File: src/rtl/seg_addr_pkg.sv
package seg_addr_pkg;
  localparam int SEG_W  = 16;
  localparam int OFF_W  = 16;
  localparam int SHIFT  = 4;
  localparam int PA_W   = SEG_W + SHIFT;
  localparam int NUM_SEG = 4;
  localparam int SEL_W  = $clog2(NUM_SEG);

  typedef enum logic [SEL_W-1:0] {
    SEG_CODE  = 2'd0,
    SEG_DATA  = 2'd1,
    SEG_STACK = 2'd2,
    SEG_EXTRA = 2'd3
  } seg_sel_e;

  // base (segment moved up SHIFT places) plus offset, carry out of the top dropped
  function automatic logic [PA_W-1:0] form_phys(input logic [SEG_W-1:0] seg,
                                                input logic [OFF_W-1:0] off);
    logic [PA_W-1:0] base;
    logic [PA_W-1:0] ext_off;
    base    = {seg, {SHIFT{1'b0}}};
    ext_off = {{(PA_W-OFF_W){1'b0}}, off};
    return base + ext_off;
  endfunction

  function automatic logic [OFF_W-1:0] bump_ptr(input logic [OFF_W-1:0] ptr,
                                                input logic [OFF_W-1:0] len);
    return ptr + len;
  endfunction
endpackage

File: src/rtl/seg_addr_gen.sv
module seg_addr_gen
  import seg_addr_pkg::*;
(
  input  logic [SEG_W-1:0] seg,
  input  logic [OFF_W-1:0] off,
  output logic [PA_W-1:0]  phys
);
  assign phys = form_phys(seg, off);

  // offset low bits pass through untouched by the shifted segment
  always_comb begin
    p_low_nibble_r2: assert (phys[SHIFT-1:0] == off[SHIFT-1:0]);
  end
endmodule

File: src/rtl/seg_regfile.sv
module seg_regfile
  import seg_addr_pkg::*;
#(
  parameter logic [SEG_W-1:0] RESET_CS = 16'hFFFF
) (
  input  logic             clk,
  input  logic             rst_n,
  input  logic             mv_en,
  input  seg_sel_e         mv_sel,
  input  logic [SEG_W-1:0] mv_data,
  input  logic             far_load,
  input  logic [SEG_W-1:0] far_seg,
  input  seg_sel_e         rd_sel,
  output logic [SEG_W-1:0] rd_seg,
  output logic [SEG_W-1:0] cs_out
);
  logic [SEG_W-1:0] seg_q [NUM_SEG];

  // move aimed at the code segment: observed event, never acted upon
  logic move_blocked;
  assign move_blocked = mv_en && (mv_sel == SEG_CODE);

  for (genvar g = 0; g < NUM_SEG; g++) begin : g_seg
    localparam logic [SEG_W-1:0] RST_V = (g == int'(SEG_CODE)) ? RESET_CS : '0;
    logic             load;
    logic [SEG_W-1:0] load_val;
    if (g == int'(SEG_CODE)) begin : g_code
      assign load     = far_load;
      assign load_val = far_seg;
    end else begin : g_gen
      assign load     = mv_en && (mv_sel == seg_sel_e'(g));
      assign load_val = mv_data;
    end
    always_ff @(posedge clk) begin
      if (!rst_n)    seg_q[g] <= RST_V;
      else if (load) seg_q[g] <= load_val;
    end
  end

  assign rd_seg = seg_q[rd_sel];
  assign cs_out = seg_q[SEG_CODE];

  // the move path never alters the code segment
  p_cs_guard_r9: assert property (@(posedge clk) disable iff (!rst_n)
    (move_blocked && !far_load) |=> $stable(cs_out));
  // far jump lands the given segment
  p_far_seg_r6: assert property (@(posedge clk) disable iff (!rst_n)
    far_load |=> (cs_out == $past(far_seg)));
endmodule

File: src/rtl/seg_ip_unit.sv
module seg_ip_unit
  import seg_addr_pkg::*;
#(
  parameter int LEN_W = 4
) (
  input  logic             clk,
  input  logic             rst_n,
  input  logic             adv,
  input  logic [LEN_W-1:0] len,
  input  logic             far_load,
  input  logic [OFF_W-1:0] far_off,
  input  logic             reg_load,
  input  logic [OFF_W-1:0] reg_val,
  output logic [OFF_W-1:0] ip
);
  logic [OFF_W-1:0] ip_q;
  logic             step_taken;
  logic             any_jump;
  logic [OFF_W-1:0] len_ext;

  assign any_jump   = far_load || reg_load;
  assign step_taken = adv && !any_jump;
  assign len_ext    = {{(OFF_W-LEN_W){1'b0}}, len};

  always_ff @(posedge clk) begin
    if (!rst_n)          ip_q <= '0;
    else if (far_load)   ip_q <= far_off;
    else if (reg_load)   ip_q <= reg_val;
    else if (adv)        ip_q <= bump_ptr(ip_q, len_ext);
  end

  assign ip = ip_q;

  // accepted fetch moves the pointer by the reported length
  p_advance_r4: assert property (@(posedge clk) disable iff (!rst_n)
    step_taken |=> (ip == OFF_W'($past(ip) + $past(len_ext))));
  // idle pointer holds
  p_hold_r4: assert property (@(posedge clk) disable iff (!rst_n)
    (!adv && !any_jump) |=> $stable(ip));
  // register jump wins over advance when no far jump
  p_reg_jump_r8: assert property (@(posedge clk) disable iff (!rst_n)
    (reg_load && !far_load) |=> (ip == $past(reg_val)));
endmodule

File: src/rtl/seg_addr_unit.sv
module seg_addr_unit
  import seg_addr_pkg::*;
#(
  parameter int               LEN_W    = 4,
  parameter logic [SEG_W-1:0] RESET_CS = 16'hFFFF
) (
  input  logic             clk,
  input  logic             rst_n,
  output logic [19:0]      fetch_addr,
  output logic             fetch_valid,
  input  logic             fetch_ready,
  input  logic [LEN_W-1:0] fetch_len,
  input  logic             jmp_far,
  input  logic [15:0]      jmp_seg,
  input  logic [15:0]      jmp_off,
  input  logic             jmp_reg,
  input  logic [15:0]      jmp_reg_val,
  input  logic             seg_wr_en,
  input  logic [1:0]       seg_wr_sel,
  input  logic [15:0]      seg_wr_data,
  input  logic [1:0]       data_seg_sel,
  input  logic [15:0]      data_off,
  output logic [19:0]      data_addr
);
  logic             valid_q;
  logic             fetch_fire;
  logic [SEG_W-1:0] cs;
  logic [SEG_W-1:0] data_seg;
  logic [OFF_W-1:0] ip;

  always_ff @(posedge clk) begin
    if (!rst_n) valid_q <= 1'b0;
    else        valid_q <= 1'b1;
  end

  assign fetch_valid = valid_q;
  assign fetch_fire  = valid_q && fetch_ready;

  seg_regfile #(.RESET_CS(RESET_CS)) u_segs (
    .clk      (clk),
    .rst_n    (rst_n),
    .mv_en    (seg_wr_en),
    .mv_sel   (seg_sel_e'(seg_wr_sel)),
    .mv_data  (seg_wr_data),
    .far_load (jmp_far),
    .far_seg  (jmp_seg),
    .rd_sel   (seg_sel_e'(data_seg_sel)),
    .rd_seg   (data_seg),
    .cs_out   (cs)
  );

  seg_ip_unit #(.LEN_W(LEN_W)) u_ip (
    .clk      (clk),
    .rst_n    (rst_n),
    .adv      (fetch_fire),
    .len      (fetch_len),
    .far_load (jmp_far),
    .far_off  (jmp_off),
    .reg_load (jmp_reg),
    .reg_val  (jmp_reg_val),
    .ip       (ip)
  );

  seg_addr_gen u_fetch_ag (.seg(cs),       .off(ip),       .phys(fetch_addr));
  seg_addr_gen u_data_ag  (.seg(data_seg), .off(data_off), .phys(data_addr));

  // once offered, the fetch address stays offered
  p_valid_stays_r4: assert property (@(posedge clk) disable iff (!rst_n)
    fetch_valid |=> fetch_valid);
  // pointer advance alone never touches the code segment
  p_cs_on_step_r5: assert property (@(posedge clk) disable iff (!rst_n)
    (fetch_fire && !jmp_far) |=> $stable(cs));
endmodule

File: config.mk
export PLATFORM = sky130hd
export DESIGN_NAME = seg_addr_unit
export DESIGN_NICKNAME = d
export VERILOG_FILES = /design/src/rtl/seg_addr_pkg.sv /design/src/rtl/seg_addr_gen.sv /design/src/rtl/seg_regfile.sv /design/src/rtl/seg_ip_unit.sv /design/src/rtl/seg_addr_unit.sv
export SDC_FILE = /design/constraint.sdc
export NUM_CORES = 1
export LEC_CHECK = 0
export BUFFER_PORTS_ARGS = -buffer_cell sky130_fd_sc_hd__buf_4
export CAP_MARGIN = 20
export CORE_ASPECT_RATIO = 0.75
export CORE_UTILIZATION = 49
export CTS_BUF_LIST = sky130_fd_sc_hd__clkbuf_16
export DETAILED_ROUTE_END_ITERATION = 7
export PLACE_DENSITY = 0.77
export SLEW_MARGIN = 20
export SYNTH_ARGS = -nofsm -noshare
export SYNTH_HDL_FRONTEND = slang
export SYNTH_SLANG_ARGS = --single-unit
File: constraint.sdc
create_clock -name clk -period 2.6 [get_ports clk]
set_clock_uncertainty 0.1 [all_clocks]
set_input_delay 0.13 -clock clk [delete_from_list [all_inputs] [get_ports clk]]
set_output_delay 0.13 -clock clk [all_outputs]
set_load 0.005 [all_outputs]
==> results.cfg, run 1 <==
[die]
io_pins = 135
die-area_um2 = 11300
initial_core_util = 0.512
die_h_um = 92.3
std_cell_rows = 32
core_um2 = 10400
die_w_um = 122

[synthesis]
yosysTopAreaCell = edfxtp_1
yosysTopAreaCellShare = 0.361
async_reset_ff_frac = 0
synthCells = 508
yosysSeqAreaShare = 0.424
synth_cell_types = 61
netlist_area_um2 = 5330
synth_edf_count = 64
avgSynthCellArea_um2 = 10.5
syn_nets = 633
ys_ff_latch = 81
yosys_warnings = 0
ys.flop_type = edfxtp_1
synth_area_leaders = edfxtp_1 (36%), mux4_2 (6.8%), ha_1 (6.6%), dfxtp_1 (6.4%), and2_1 (5.8%)

[cts]
root_buffer = clkbuf_16
clk_transition_reported_paths_ns = 0.06
cts_tree = yes
clk_latency_ns = 0.34
clock_path_buffers = 2
cts-htree-levels = 3
numCtsBuffers = 9
cts_sinks = 81

[routing]
antenna_left = 0
drc = 0
wire_per_inst_um = 20.3
drtIter0Drc = 449
vias = 4974
viasPerCell = 5.91
drt-total-wl_um = 17100
firstDrtPassIters = 5

[critical_path]
critical_path.slowest_cell = mux4_2
crit_required_ns = 2.37
path_cells = mux4_2 -> ha_4 -> inv_2 -> fa_2 -> and2b_1 -> o211ai_1 -> a31oi_2 -> a21oi_2 -> a21oi_1 -> xor2_1 -> buf_4
setup.worst_path.class = flop to output port
cp-start-kind = flop
cp_data_arrival_time_ns = 3.05
slowest_delay_ns = 0.52
r2r_cells = 8
critPathCaptureType = output port
critPathMaxFanout = 3

[timing]
hold_viol = 0
max_slew_margin = 0.442
fmax_mhz = 304
setup_violations = 17
finalCriticalPeriod_ns = 3.28
rsz0062_at_grt = true
worst_pin_slew_ns = 0.837
setup_ws_ns = -0.684
fin_crit_sh = 1.26
maxSlewViolCount = 0

[placed_design]
post-place-cells = 775
portBuffers = 126
dp_hpwl_um = 11000
dpl_cell_area_um2 = 6560
pre_cts_slack_ns = -0.178
gp_congestion = 0.911

[cells_and_area]
postLayoutCellArea_um2 = 7680
drive_gt1_frac = 0.398
layout.nets = 827
n_antenna_cell = 0
fin_cells = 842
area_growth_pct = 44.1
mostFrequentLayoutCells = buf_4 (170), edfxtp_1 (64), and2_1 (49)
fill_cells = 678
final_common_cell = buf_4

[power]
power_density_nw_per_um2 = 562
vdd_drop_max_mv = 0.283
cellLeakagePower_nw = 3.14
power.total_mw = 4.31

[grt]
grt_pass1_vias = 4780
antenna_found_initial = 0
grt_use_total = 0.288
grt_overflow = 0
grt_pass1_wl_um = 24500
grt_max_degree = 36

[hold_path]
hp-class = primary input to flop
hold_depth = 3

[outcome]
violations = setup timing
status = complete, but fails checks

[job]
max_cap_violations = 0
==> registers in the layout, summed over array words and instances (netlist names) <==
register      count
fetch_valid       1
u_ip.ip          16
u_segs.seg_q     64
==> worst paths after layout <==
path                                    startpoint       endpoint  slack (ns)
worst max-delay path            u_segs.seg_q[0][0]  data_addr[16]       -0.68
worst min register to register          u_ip.ip[0]     u_ip.ip[0]        0.39
worst min-delay path                   jmp_off[12]    u_ip.ip[12]       0.009
worst max register to register          u_ip.ip[0]     u_ip.ip[8]        0.23
==> per-layer routing <==
layer / GRT usage / part of all wire
met5: 0 / 0
met4: 0.0894 / 0.029
met3: 0.0474 / 0.081
met1: 0.394 / 0.41
met2: 0.468 / 0.48
==> logic make-up (layout without fill, tap and decap cells) <==
family	after synthesis	count (layout)	share of synthesized area
adder cells (fa/ha/maj)	31	31	0.0770
buffers and inverters	48	246	0.0408
XOR/XNOR	31	31	0.0509
AO/OA/AOI/OAI	124	124	0.157
AND/OR/NAND/NOR	171	171	0.171
multiplexers	22	22	0.0789
flip-flops	81	81	0.424
==> timing repair <==
item	4_1_cts	5_1_grt
endpoints found under the setup margin	18	20
endpoints found under the hold margin	48	0
buffers inserted	3	19
resized for setup	29	36
pin swaps	13	35
hold buffers	35	0
==> synth_stat cells (2+ instances only) <==
cell,count
a211oi_1,5
a211oi_2,2
a21o_1,10
a21oi_1,39
a21oi_2,6
a22oi_1,3
a31oi_1,5
a31oi_2,2
and2_1,49
and3_1,3
buf_2,6
buf_4,8
clkbuf_1,14
dfxtp_1,17
edfxtp_1,64
fa_1,3
ha_1,28
inv_1,19
mux2i_1,6
mux4_2,16
nand2_1,38
nand2b_1,4
nand3_1,11
nand4_1,4
nor2_1,21
nor2b_1,4
nor3_1,10
nor4_1,2
o2111ai_2,2
o211ai_1,2
o21a_1,4
o21ai_0,21
o21ai_1,4
o221a_2,2
o31ai_1,4
or2_2,16
xnor2_1,23
xor2_1,8
==> worst max-delay path: cells and delay by family (launching register included) <==
kind                     cells  cell delay [ns]
buffers and inverters        2             0.20
multiplexers                 1             0.52
adder cells (fa/ha/maj)      2             0.39
XOR/XNOR                     1             0.21
AND/OR/NAND/NOR              1             0.20
flip-flops                   1             0.41
AO/OA/AOI/OAI                4             0.80
==> power breakdown <==
part | internal [mW] | switching [mW]
clock network | 0.644 | 0.519
registers | 1.50 | 0.0738
logic | 0.850 | 0.726
==> metrics by stage <==
stage           util  hold WS [ns]  setup TNS (ns)
2_1_floorplan      -        0.0577               0
3_3_place_gp   0.630         0.160          -0.629
3_5_place_dp   0.630         0.160          -0.874
4_1_cts        0.708       0.00170           -4.01
5_1_grt        0.738       0.00624           -7.28
6_report       0.738       0.00916           -5.98
==> final cells by class <==
cell class	instances	area, um^2	area share
Timing Repair Buffer	212	1710	0.222
Clock buffer	9	225	0.0293
Tap cell	136	170	0.0222
Multi-Input combinational cell	379	3200	0.417
Clock inverter	6	45.0	0.00586
Sequential cell	81	2260	0.295
Inverter	19	71.3	0.00928
No activity file was read; power rests on OpenSTA's default activity.
==> run 2, diff against run 1 <==
--- a/config.mk
+++ b/config.mk
@@ -6,7 +6,7 @@
 export NUM_CORES = 1
 export LEC_CHECK = 0
 export BUFFER_PORTS_ARGS = -buffer_cell sky130_fd_sc_hd__buf_4
-export CAP_MARGIN = 20
+export CAP_MARGIN = 15
 export CORE_ASPECT_RATIO = 0.75
 export CORE_UTILIZATION = 49
 export CTS_BUF_LIST = sky130_fd_sc_hd__clkbuf_16
==> constraint.sdc (replaced) <==
create_clock -name clk -period 2.6 [get_ports clk]
set_clock_uncertainty 0.1 [all_clocks]
set_input_delay 0.78 -clock clk [delete_from_list [all_inputs] [get_ports clk]]
set_output_delay 0.78 -clock clk [all_outputs]
set_load 0.005 [all_outputs]
==> run 2 against run 1 <==
- the flow still finishes with violations (setup timing)
- sequential share of layout area decreased by 1.4 points
- routed wire length increased by 4.7%
- register-to-register slack about the same
- worst hold slack improved by 0.39 ns
- setup slack got worse by 0.87 ns
- utilization increased by 3.6 points
- cell area increased by 4.9%
- sequential power about the same
- critical endpoint unchanged
- largest power group unchanged
- highest routed layer unchanged
==> results.cfg, run 2 (synthesis gave the netlist of run 1 again) <==
[timing]
finalCriticalPeriod_ns = 4.16
hold_viol = 0
setup_violations = 31
setup_ws_ns = -1.56
fin_crit_sh = 1.60
worst_pin_slew_ns = 0.605
maxSlewViolCount = 0
rsz0062_at_grt = true
max_slew_margin = 0.592
fmax_mhz = 241

[critical_path]
critPathCaptureType = output port
endpoint = data_addr[16]
r2r_cells = 8
critPathLaunch = data_seg_sel[0]
critPathMaxFanout = 5
cp-start-kind = primary input
ff2ff_setup_slack_ns = 0.23
slowest_delay_ns = 0.54
critical_path.slowest_cell = mux4_2
r2r-end = u_ip.ip[8]
setup.worst_path.class = primary input to output port
r2r_start = u_ip.ip[0]
cp_data_arrival_time_ns = 3.28
path_cells = buf_12 -> mux4_2 -> ha_4 -> inv_2 -> fa_2 -> and2b_1 -> o211ai_1 -> a31oi_2 -> a21oi_2 -> a21oi_1 -> xor2_1 -> buf_4
crit_required_ns = 1.72

[cts]
clk_latency_ns = 0.34
cts-htree-levels = 3
clk_transition_reported_paths_ns = 0.06
numCtsBuffers = 9
clock_path_buffers = 2
cts_tree = yes
root_buffer = clkbuf_16
ctsHoldBuffers = 0
cts_sinks = 81

[placed_design]
pre_cts_slack_ns = -1.57
dp_hpwl_um = 12300
gp_congestion = 0.901
portBuffers = 126

[grt]
grt_use_total = 0.318
grt.busiest_layer = met2
use_met2 = 0.518
grt_use_met3 = 0.0388
grt_max_degree = 27
grt_pass1_wl_um = 26800
grt_overflow = 0
met1_usage = 0.433
grt_pass1_vias = 5006
antenna_found_initial = 0

[cells_and_area]
mostFrequentLayoutCells = buf_4 (228), edfxtp_1 (64), and2_1 (49)
largest_reg_flops = 64
largest-register = u_segs.seg_q
area_growth_pct = 51.2
final_common_cell = buf_4
n_antenna_cell = 0
layout.nets = 861
drive_gt1_frac = 0.501

[outcome]
status = complete, but fails checks
violations = setup timing

[power]
power_switching_mw = 1.43
vdd_drop_max_mv = 0.391
power_density_nw_per_um2 = 579
cellLeakagePower_nw = 3.43
seqPwrFrac = 0.335
p_int_mw = 3.24
combPwrFrac = 0.385
power.total_mw = 4.67
clkPwrFrac = 0.280
p_sw_frac = 0.306

[hold_path]
hp-class = flop to flop
hold_start = u_ip.ip[0]

[routing]
antenna_left = 0
wire_per_inst_um = 20.4
vias = 5158
drc = 0
viasPerCell = 5.88
drt-total-wl_um = 17900
drtIter0Drc = 451
firstDrtPassIters = 5

[die]
die_h_um = 92.3
std_cell_rows = 32
die-area_um2 = 11300
core_um2 = 10400
die_w_um = 122
initial_core_util = 0.512
io_pins = 135

[job]
max_cap_violations = 0
-- run 2: what timing repair did --
action / 4_1_cts / 5_1_grt
endpoints found under the setup margin: 31 / 31
pin swaps: 42 / 22
buffers inserted: 14 / 8
gates resized for setup: 54 / 27
-- run 2: metrics by stage --
stage | util | cell area (um^2) | TNS, ns | instances | hold slack [ns]
after floorplan | - | 5500 | -12.50 | 508 | 0.350
after global placement | 0.691 | 7190 | -20.87 | 842 | 0.364
after detailed placement | 0.691 | 7190 | -22.28 | 842 | 0.378
after CTS | 0.756 | 7870 | -25.14 | 870 | 0.386
after global routing | 0.774 | 8060 | -28.29 | 877 | 0.429
final | 0.774 | 8060 | -26.21 | 877 | 0.396
-- run 2: how the worst min path moves through the flow --
stage | slack (ns) | depth (start not counted) | endpoint
after detailed placement | 0.38 | 2 | u_ip.ip[0]
final | 0.40 | 2 | u_ip.ip[0]
after floorplan | 0.35 | 2 | u_ip.ip[0]
after CTS | 0.39 | 2 | u_ip.ip[0]
after global routing | 0.43 | 2 | u_ip.ip[3]
after global placement | 0.36 | 2 | u_ip.ip[0]
-- run 2: routing by layer --
| metal | up-vias | wire length (um) |
|---|---|---|
| li1 | 2313 | - |
| met1 | 2489 | 7330 |
| met2 | 298 | 8470 |
| met3 | 58 | 1410 |
| met4 | 0 | 672 |
| met5 | - | 0 |
-- run 2: power groups by stage --
| stage | sequential, mW | combinational (mW) | clock [mW] |
|---|---|---|---|
| global route | 1.57 | 1.92 | 1.34 |
| global placement | 1.58 | 1.44 | 0 |
| finish | 1.56 | 1.80 | 1.31 |
| detailed placement | 1.58 | 1.49 | 0 |
| floorplan | 1.57 | 0.746 | 0 |
| CTS | 1.56 | 1.66 | 1.29 |
-- run 2: cell type report --
cell class	instances	area, um^2
multi-input cells	379	3330
fillers	606	2350
flip-flops and latches	81	2260
repair buffers	246	1920
clock buffers	9	225
well taps	136	170
clock inverters	7	78.8
inverters	19	71.3
-- run 2: critical path, delay by kind of cell --
family	cells	cell delay (ns)
compound gates	4	0.81
mux	1	0.54
fa+ha+maj	2	0.38
buf+inv	3	0.31
xor+xnor	1	0.25
simple gates	1	0.19
